<file path="config.mk">
export PLATFORM = sky130hd
export DESIGN_NAME = sdram_boot_refresh_seq
export DESIGN_NICKNAME = d
export VERILOG_FILES = /design/src/rtl/sdr_seq_pkg.sv /design/src/rtl/sdr_rst_sync.sv /design/src/rtl/sdr_refi_timer.sv /design/src/rtl/sdr_cmd_reg.sv /design/src/rtl/sdram_boot_refresh_seq.sv
export SDC_FILE = /design/constraint.sdc
export NUM_CORES = 1
export LEC_CHECK = 0
export ABC_AREA = 0
export BUFFER_PORTS_ARGS = -buffer_cell sky130_fd_sc_hd__buf_2
export CAP_MARGIN = 20
export CORE_MARGIN = 10
export CORE_UTILIZATION = 60
export CTS_BUF_LIST = sky130_fd_sc_hd__clkbuf_8
export DETAILED_ROUTE_END_ITERATION = 8
export GPL_TIMING_DRIVEN = 0
export PLACE_DENSITY_LB_ADDON = 0.2
export SLEW_MARGIN = 20
export SYNTH_ARGS = -nofsm -noshare
export SYNTH_HDL_FRONTEND = slang
export SYNTH_SLANG_ARGS = --single-unit
</file>
<file path="constraint.sdc">
create_clock -name clk -period 1.5 [get_ports clk]
set_input_delay 0.15 -clock clk [delete_from_list [all_inputs] [get_ports clk]]
set_output_delay 0.15 -clock clk [all_outputs]
set_load 0.01 [all_outputs]
</file>
<file path="src/rtl/sdr_seq_pkg.sv">
package sdr_seq_pkg;

  // {cs_n, ras_n, cas_n, we_n}
  typedef enum logic [3:0] {
    CMD_MRS   = 4'b0000,
    CMD_REF   = 4'b0001,
    CMD_PRE   = 4'b0010,
    CMD_ACT   = 4'b0011,
    CMD_WR    = 4'b0100,
    CMD_RD    = 4'b0101,
    CMD_BST   = 4'b0110,
    CMD_NOP   = 4'b0111,
    CMD_DESEL = 4'b1111
  } sdr_cmd_e;

  typedef enum logic [2:0] {
    ST_IPRE,
    ST_IREF1,
    ST_IREF2,
    ST_MRS,
    ST_RUN,
    ST_RREF
  } seq_st_e;

  function automatic logic [12:0] mode_word(input int bl, input int bt,
                                            input int cl, input int wb);
    logic [12:0] w;
    w       = '0;
    w[2:0]  = 3'(bl);
    w[3]    = bt[0];
    w[6:4]  = 3'(cl);
    w[9]    = wb[0];
    return w;
  endfunction

endpackage

</file>
<file path="src/rtl/sdr_rst_sync.sv">
module sdr_rst_sync #(
  parameter int STAGES = 2
) (
  input  logic clk,
  input  logic rst_n,
  output logic rst_n_sync
);
  logic [STAGES-1:0] sync_q;

  always_ff @(posedge clk or negedge rst_n) begin
    if (!rst_n) sync_q <= '0;
    else        sync_q <= {sync_q[STAGES-2:0], 1'b1};
  end

  assign rst_n_sync = sync_q[STAGES-1];
endmodule

</file>
<file path="src/rtl/sdr_refi_timer.sv">
module sdr_refi_timer #(
  parameter int REFI_CYC = 976
) (
  input  logic clk,
  input  logic rst_n,
  input  logic run,
  input  logic clr,
  output logic pend
);
  localparam int TW = $clog2(REFI_CYC + 1);
  localparam logic [TW-1:0] RELOAD = TW'(REFI_CYC - 1);

  logic [TW-1:0] tmr_q, tmr_n;
  logic          pend_q, pend_n;
  logic          expire;

  assign expire = run && (tmr_q == '0);

  always_comb begin
    tmr_n  = tmr_q;
    pend_n = pend_q;
    if (run) tmr_n = expire ? RELOAD : tmr_q - 1'b1;
    if (clr) pend_n = 1'b0;
    if (expire) pend_n = 1'b1;
  end

  always_ff @(posedge clk or negedge rst_n) begin
    if (!rst_n) begin
      tmr_q  <= RELOAD;
      pend_q <= 1'b0;
    end else begin
      tmr_q  <= tmr_n;
      pend_q <= pend_n;
    end
  end

  assign pend = pend_q;


  pend_hold_chk: assert property (@(posedge clk) disable iff (!rst_n)
    (pend && !clr) |=> pend);


  pend_rise_chk: assert property (@(posedge clk) disable iff (!rst_n)
    $rose(pend) |-> $past(run));
endmodule

</file>
<file path="src/rtl/sdr_cmd_reg.sv">
module sdr_cmd_reg
  import sdr_seq_pkg::*;
#(
  parameter int ADDR_W = 13
) (
  input  logic              clk,
  input  logic              rst_n,
  input  sdr_cmd_e          cmd_d,
  input  logic              a10_d,
  input  logic [ADDR_W-1:0] word_d,
  output logic              cs_n,
  output logic              ras_n,
  output logic              cas_n,
  output logic              we_n,
  output logic [ADDR_W-1:0] addr
);
  logic [3:0]        pins_q;
  logic [ADDR_W-1:0] addr_q, addr_n;

  always_comb begin
    addr_n     = word_d;
    addr_n[10] = a10_d;
  end

  always_ff @(posedge clk or negedge rst_n) begin
    if (!rst_n) begin
      pins_q <= CMD_DESEL;
      addr_q <= '0;
    end else begin
      pins_q <= cmd_d;
      addr_q <= addr_n;
    end
  end

  assign {cs_n, ras_n, cas_n, we_n} = pins_q;
  assign addr = addr_q;


  pre_all_chk: assert property (@(posedge clk) disable iff (!rst_n)
    ({cs_n, ras_n, cas_n, we_n} == CMD_PRE) |-> addr[10]);


  a10_only_pre_chk: assert property (@(posedge clk) disable iff (!rst_n)
    ({cs_n, ras_n, cas_n, we_n} != CMD_PRE) |-> !addr[10]);
endmodule

</file>
<file path="src/rtl/sdram_boot_refresh_seq.sv">
module sdram_boot_refresh_seq
  import sdr_seq_pkg::*;
#(
  parameter int CLK_KHZ = 125000,
  parameter int PWR_US  = 100,
  parameter int REFI_NS = 7810,
  parameter int T_RP    = 3,
  parameter int T_RC    = 9,
  parameter int T_MRD   = 2,
  parameter int BL_CODE = 3,
  parameter int BT      = 0,
  parameter int CL      = 3,
  parameter int WB_ONE  = 0,
  parameter int ADDR_W  = 13,
  parameter int BA_W    = 2
) (
  input  logic              clk,
  input  logic              rst_n,
  input  logic              access_busy,
  output logic              sd_cs_n,
  output logic              sd_ras_n,
  output logic              sd_cas_n,
  output logic              sd_we_n,
  output logic [BA_W-1:0]   sd_ba,
  output logic [ADDR_W-1:0] sd_addr,
  output logic              seq_ready
);
  localparam int WAIT_CYC = (PWR_US * CLK_KHZ + 999) / 1000;
  localparam int REFI_CYC = (REFI_NS * CLK_KHZ) / 1000000;
  localparam int MAX_T1   = (T_RP > T_RC) ? T_RP : T_RC;
  localparam int MAX_T2   = (MAX_T1 > T_MRD) ? MAX_T1 : T_MRD;
  localparam int MAX_G    = (WAIT_CYC > MAX_T2) ? WAIT_CYC : MAX_T2;
  localparam int GAP_W    = $clog2(MAX_G + 1);
  localparam logic [GAP_W-1:0] G_WAIT = GAP_W'(WAIT_CYC);
  localparam logic [GAP_W-1:0] G_RP   = GAP_W'(T_RP - 1);
  localparam logic [GAP_W-1:0] G_RC   = GAP_W'(T_RC - 1);
  localparam logic [GAP_W-1:0] G_MRD  = GAP_W'(T_MRD - 1);
  localparam logic [12:0] MODE13 = mode_word(BL_CODE, BT, CL, WB_ONE);

  logic              rst_i;
  seq_st_e           st_q, st_n;
  logic [GAP_W-1:0]  gap_q, gap_n;
  logic              ready_q, ready_n;
  logic              issue, pend, clr, tmr_run;
  sdr_cmd_e          cmd_n;
  logic              a10_n;
  logic [ADDR_W-1:0] word_n;

  sdr_rst_sync #(.STAGES(2)) u_rst (
    .clk(clk), .rst_n(rst_n), .rst_n_sync(rst_i)
  );

  assign tmr_run = (st_q == ST_RUN) || (st_q == ST_RREF);

  sdr_refi_timer #(.REFI_CYC(REFI_CYC)) u_tmr (
    .clk(clk), .rst_n(rst_i), .run(tmr_run), .clr(clr), .pend(pend)
  );

  assign issue = (gap_q == '0);

  always_comb begin
    st_n    = st_q;
    gap_n   = issue ? gap_q : gap_q - 1'b1;
    cmd_n   = CMD_NOP;
    a10_n   = 1'b0;
    word_n  = '0;
    ready_n = 1'b0;
    clr     = 1'b0;
    case (st_q)
      ST_IPRE: if (issue) begin
        cmd_n = CMD_PRE; a10_n = 1'b1; gap_n = G_RP; st_n = ST_IREF1;
      end
      ST_IREF1: if (issue) begin
        cmd_n = CMD_REF; gap_n = G_RC; st_n = ST_IREF2;
      end
      ST_IREF2: if (issue) begin
        cmd_n = CMD_REF; gap_n = G_RC; st_n = ST_MRS;
      end
      ST_MRS: if (issue) begin
        cmd_n = CMD_MRS; word_n = ADDR_W'(MODE13); gap_n = G_MRD; st_n = ST_RUN;
      end
      ST_RUN: begin
        if (issue && pend && !access_busy) begin
          cmd_n = CMD_PRE; a10_n = 1'b1; gap_n = G_RP; st_n = ST_RREF; clr = 1'b1;
        end else begin
          ready_n = issue;
        end
      end
      ST_RREF: if (issue) begin
        cmd_n = CMD_REF; gap_n = G_RC; st_n = ST_RUN;
      end
      default: st_n = ST_IPRE;
    endcase
  end

  always_ff @(posedge clk or negedge rst_i) begin
    if (!rst_i) begin
      st_q    <= ST_IPRE;
      gap_q   <= G_WAIT;
      ready_q <= 1'b0;
    end else begin
      st_q    <= st_n;
      gap_q   <= gap_n;
      ready_q <= ready_n;
    end
  end

  sdr_cmd_reg #(.ADDR_W(ADDR_W)) u_cmd (
    .clk(clk), .rst_n(rst_i), .cmd_d(cmd_n), .a10_d(a10_n), .word_d(word_n),
    .cs_n(sd_cs_n), .ras_n(sd_ras_n), .cas_n(sd_cas_n), .we_n(sd_we_n),
    .addr(sd_addr)
  );

  assign sd_ba     = '0;
  assign seq_ready = ready_q;

  // ---- port-level spacing monitor ----
  logic [3:0]       pin_cmd;
  logic [3:0]       last_q;
  logic [GAP_W:0]   since_q;
  logic             is_cmd;
  int               need;

  assign pin_cmd = {sd_cs_n, sd_ras_n, sd_cas_n, sd_we_n};
  assign is_cmd  = (pin_cmd == CMD_PRE) || (pin_cmd == CMD_REF) || (pin_cmd == CMD_MRS);

  always_comb begin
    case (last_q)
      CMD_PRE: need = T_RP;
      CMD_REF: need = T_RC;
      CMD_MRS: need = T_MRD;
      default: need = 0;
    endcase
  end

  always_ff @(posedge clk or negedge rst_i) begin
    if (!rst_i) begin
      last_q  <= CMD_NOP;
      since_q <= '0;
    end else if (is_cmd) begin
      last_q  <= pin_cmd;
      since_q <= (GAP_W+1)'(1);
    end else if (since_q != '1) begin
      since_q <= since_q + 1'b1;
    end
  end


  cmd_gap_chk: assert property (@(posedge clk) disable iff (!rst_i)
    is_cmd |-> (int'(since_q) >= need));


  ready_nop_chk: assert property (@(posedge clk) disable iff (!rst_i)
    seq_ready |-> (pin_cmd == CMD_NOP));


  ready_drop_chk: assert property (@(posedge clk) disable iff (!rst_i)
    $fell(seq_ready) |-> (pin_cmd == CMD_PRE));


  mrs_word_chk: assert property (@(posedge clk) disable iff (!rst_i)
    (pin_cmd == CMD_MRS) |-> (sd_addr[12:10] == 3'b000 && sd_addr[8:7] == 2'b00));
endmodule

</file>
==> flow_summary_export.csv <==
group,metric,value,unit
outcome,failing_checks,"negative setup slack",
synth,synth_warn,0,
layout,utilization,83.9,%
synth,synth-main-ff-cell,"sky130_fd_sc_hd__dfrtp_1",
synth,post-synth-top-count-cell,"sky130_fd_sc_hd__dfrtp_1",
layout,insertedDiodeCount,0,
flow_run,max-cap-violations,0,
layout,synthToLayoutAreaGrowth,34.7,%
worst_setup_path,rrSetupSlack,-0.37,ns
placed_design,hpwlAfterDp,2.84,mm
detailed_routing,drt_wl_total,4.41,mm
worst_setup_path,criticalPathCategory,"reg -> reg",
floorplanning,fp.dieArea,0.00582,mm²
floorplanning,initial_core_util,62.3,%
sta,finalSetupTns,-4.08,ns
outcome,status,"complete, but fails checks",
synth,synth_edf_count,0,
detailed_routing,drt-initial-drc-count,115,
synth,synth_cells,180,
sta,setup_repair_after_global_routing_missed_its_margin,"true",
worst_setup_path,worstRegToRegCells,8,
layout,fraction_of_final_layout_cells_with_drive_strength_greater_than_1,54.3,%
detailed_routing,drcViolationCount,0,
clock_tree,cts.clk_slew.worst_paths,0.07,ns
clock_tree,tritoncts,"built",
hold_path,hold_end,"u_tmr.pend$_DFFE_PN0P_",
floorplanning,ports_placed_on_the_boundary,23,
synth,synth.area.top_cells,"sky130_fd_sc_hd__dfrtp_1 (25%), sky130_fd_sc_hd__dfstp_2 (25%), sky130_fd_sc_hd__buf_4 (5.5%), sky130_fd_sc_hd__xor2_1 (3.7%), sky130_fd_sc_hd__nor2_1 (3.0%)",
grt,first_global_vias,1557,
synth,synthDominantAreaCellType,"sky130_fd_sc_hd__dfrtp_1",
sta,fin_crit_sh,124,%
synth,synth_common_cells,"sky130_fd_sc_hd__dfrtp_1 (19), sky130_fd_sc_hd__dfstp_2 (18), sky130_fd_sc_hd__nor2_1 (15)",
hold_path,hold_start,"access_busy",
synth,netlist-cell-type-count,44,
worst_setup_path,worstPathRequired,1.65,ns
layout,nNetsFinal,238,
grt,gr-total-overflow,0,
power_and_ir_drop,worst_ir_drop_vdd,0.997,mV
synth,post_synth_instance_area,0.00190,mm²
worst_setup_path,crit_path_end_kind,"flop",
power_and_ir_drop,power.density,1370,mW/mm²
floorplanning,die-width,76.3,µm
detailed_routing,num_vias,1476,
worst_setup_path,crit_fanout,6,
clock_tree,ctsRootBufferMaster,"sky130_fd_sc_hd__clkbuf_8",
sta,timing.final.setup_violations,24,
clock_tree,clock_sink_count,37,
clock_tree,clock_tree.htree_level_count,2,
synth,netlist.area_leader.share,25.0,%
grt,antenna_found_initial,0,
sta,tightestPinTransition,0.739,ns
grt,grt_start_max_net_pins,36,
sta,fin_skew,0.00905,ns
layout,fillerInstances,177,
sta,maxSlewViolCount,0,
sta,timing.final.hold_violations,0,
grt,grt_first_pass_wirelength,7.51,mm
clock_tree,worstSkewPairLatency,0.29,ns
detailed_routing,routedWlPerCell,16.0,µm
hold_path,hold_path.class,"in -> reg",
sta,finalWorstPathRequiredPeriod,1.87,ns
grt,gr-usage-all-layers,15.6,%
worst_setup_path,critical_path.reg2reg.startpoint,"gap_q[11]$_DFF_PN0_",
clock_tree,max-clock-path-buffers,2,
floorplanning,core,0.00305,mm²
detailed_routing,detail-route-antenna-nets,0,
clock_tree,cts_inserted_buffers,5,
floorplanning,num_rows,20,
floorplanning,die_height,76.3,µm
sta,achievable-frequency,536,MHz
sta,timing.max_slew.rel_slack,50.7,%
synth,ys_ff_latch,37,
power_and_ir_drop,p_leak,1.12,nW
placed_design,port_buffers,12,
hold_path,worstHoldPathCells,3,
synth,post_syn_area_per_cell,10.6,µm²
worst_setup_path,regToRegEndpoint,"gap_q[0]$_DFF_PN0_",
placed_design,globalplace.congestion,0.801,
synth,synth_sequential_area_ratio,49.9,%
worst_setup_path,worstSetupStartpointType,"flop",
worst_setup_path,arrival,2.01,ns
sta,layout_setup_ws,-0.366,ns
detailed_routing,routed_via_density,5.35,
detailed_routing,drt_pass1_iterations,4,
synth,postSynth.asyncResetShare,100,%
## power breakdown
part           switching, mW  internal (mW)  total, mW  leakage, nW
Sequential             0.387           1.27       1.65        0.418
Combinational          0.535          0.680       1.21        0.657
Clock                  0.332          0.315      0.647       0.0491
## what timing repair did
action	4_1_cts	5_1_grt
setup buffers	18	4
pin swaps	11	8
endpoints found under the hold margin	2	0
endpoints found under the setup margin	29	31
hold buffers	1	0
gates resized for setup	26	24
## sequential cells by signal, summed over array words and instances, names as in the netlist
name          cells
u_tmr.pend        1
u_rst.sync_q      2
gap_q            14
seq_ready         1
u_cmd.addr        2
u_tmr.tmr_q      10
u_cmd.pins_q      4
st_q              3
## worst max path at each step
| stage | slack (ns) | depth (start not counted) | startpoint | to |
|---|---|---|---|---|
| final | -0.37 | 8 | gap_q[11]$_DFF_PN0_ | gap_q[0]$_DFF_PN0_ |
| after detailed placement | -0.53 | 10 | gap_q[0]$_DFF_PN0_ | gap_q[0]$_DFF_PN0_ |
| after CTS | -0.32 | 10 | gap_q[0]$_DFF_PN0_ | gap_q[0]$_DFF_PN0_ |
| after global placement | -0.47 | 10 | gap_q[0]$_DFF_PN0_ | gap_q[0]$_DFF_PN0_ |
| after global routing | -0.45 | 8 | gap_q[11]$_DFF_PN0_ | gap_q[0]$_DFF_PN0_ |
| after floorplan | -0.32 | 10 | gap_q[0]$_DFF_PN0_ | gap_q[0]$_DFF_PN0_ |
## logic make-up (layout without fill, tap and decap cells)
group,count (synthesis),count (layout),share of synthesized area (%)
buffers and inverters,24,66,7.50
XOR/XNOR,11,11,5.07
other,2,12,0.395
AND/OR/NAND/NOR,71,71,22.0
adder cells (fa/ha/maj),4,4,2.63
multiplexers,5,5,2.90
AO/OA/AOI/OAI,26,26,9.61
flip-flops,37,37,49.9
## metrics by stage
stage	setup slack [ns]	hold slack, ns	cells	power (mW)	instance area (µm²)
final	-0.366	0.155	276	3.51	2560
after global routing	-0.451	0.171	276	3.73	2560
after CTS	-0.317	0.116	273	3.30	2450
after detailed placement	-0.525	-0.0591	246	2.35	2130
after global placement	-0.471	-0.0652	246	2.27	2130
after floorplan	-0.321	-0.146	190	2.16	2010
## per-layer routing
metal	track usage, %	part of all wire (%)	vias up
li1	-	-	701
met1	17.0	40	735
met2	28.1	55	32
met3	3.89	3.4	8
met4	6.13	2.1	0
met5	0	0	-
## cells in the final DEF, fill, tap and decap left out, drive strengths merged, types with 3 or more instances in the layout
| cell | count |
|---|---|
| buf | 47 |
| dfrtp | 19 |
| dfstp | 18 |
| nor2 | 15 |
| nand2 | 15 |
| conb | 12 |
| nor3 | 12 |
| xor2 | 8 |
| inv | 8 |
| o21ai | 8 |
| clkbuf | 8 |
| nor2b | 5 |
| a21oi | 5 |
| nand2b | 4 |
| nor4 | 4 |
| mux2 | 4 |
| o31ai | 4 |
| nand3 | 4 |
| ha | 4 |
| xnor2 | 3 |
## cell type report
type	count	area, µm²	area share, %
Multi-Input combinational cell	129	1070	41.7
Sequential cell	37	958	37.4
Clock inverter	3	13.8	0.538
Inverter	7	36.3	1.42
Buffer	17	121	4.74
Clock buffer	5	68.8	2.69
Timing Repair Buffer	34	239	9.34
Tap cell	44	55.1	2.15
## worst max-delay path, stage by stage, from the launching register on
cell                       delay (ns)
sky130_fd_sc_hd__dfrtp_1         0.47
sky130_fd_sc_hd__nor3_1          0.34
sky130_fd_sc_hd__and4_1          0.26
sky130_fd_sc_hd__buf_6           0.13
sky130_fd_sc_hd__inv_8           0.04
sky130_fd_sc_hd__ha_4            0.25
sky130_fd_sc_hd__nor3b_2         0.03
sky130_fd_sc_hd__o31ai_1         0.09
sky130_fd_sc_hd__o211ai_1        0.13
Power figures use the tool's default switching activity.
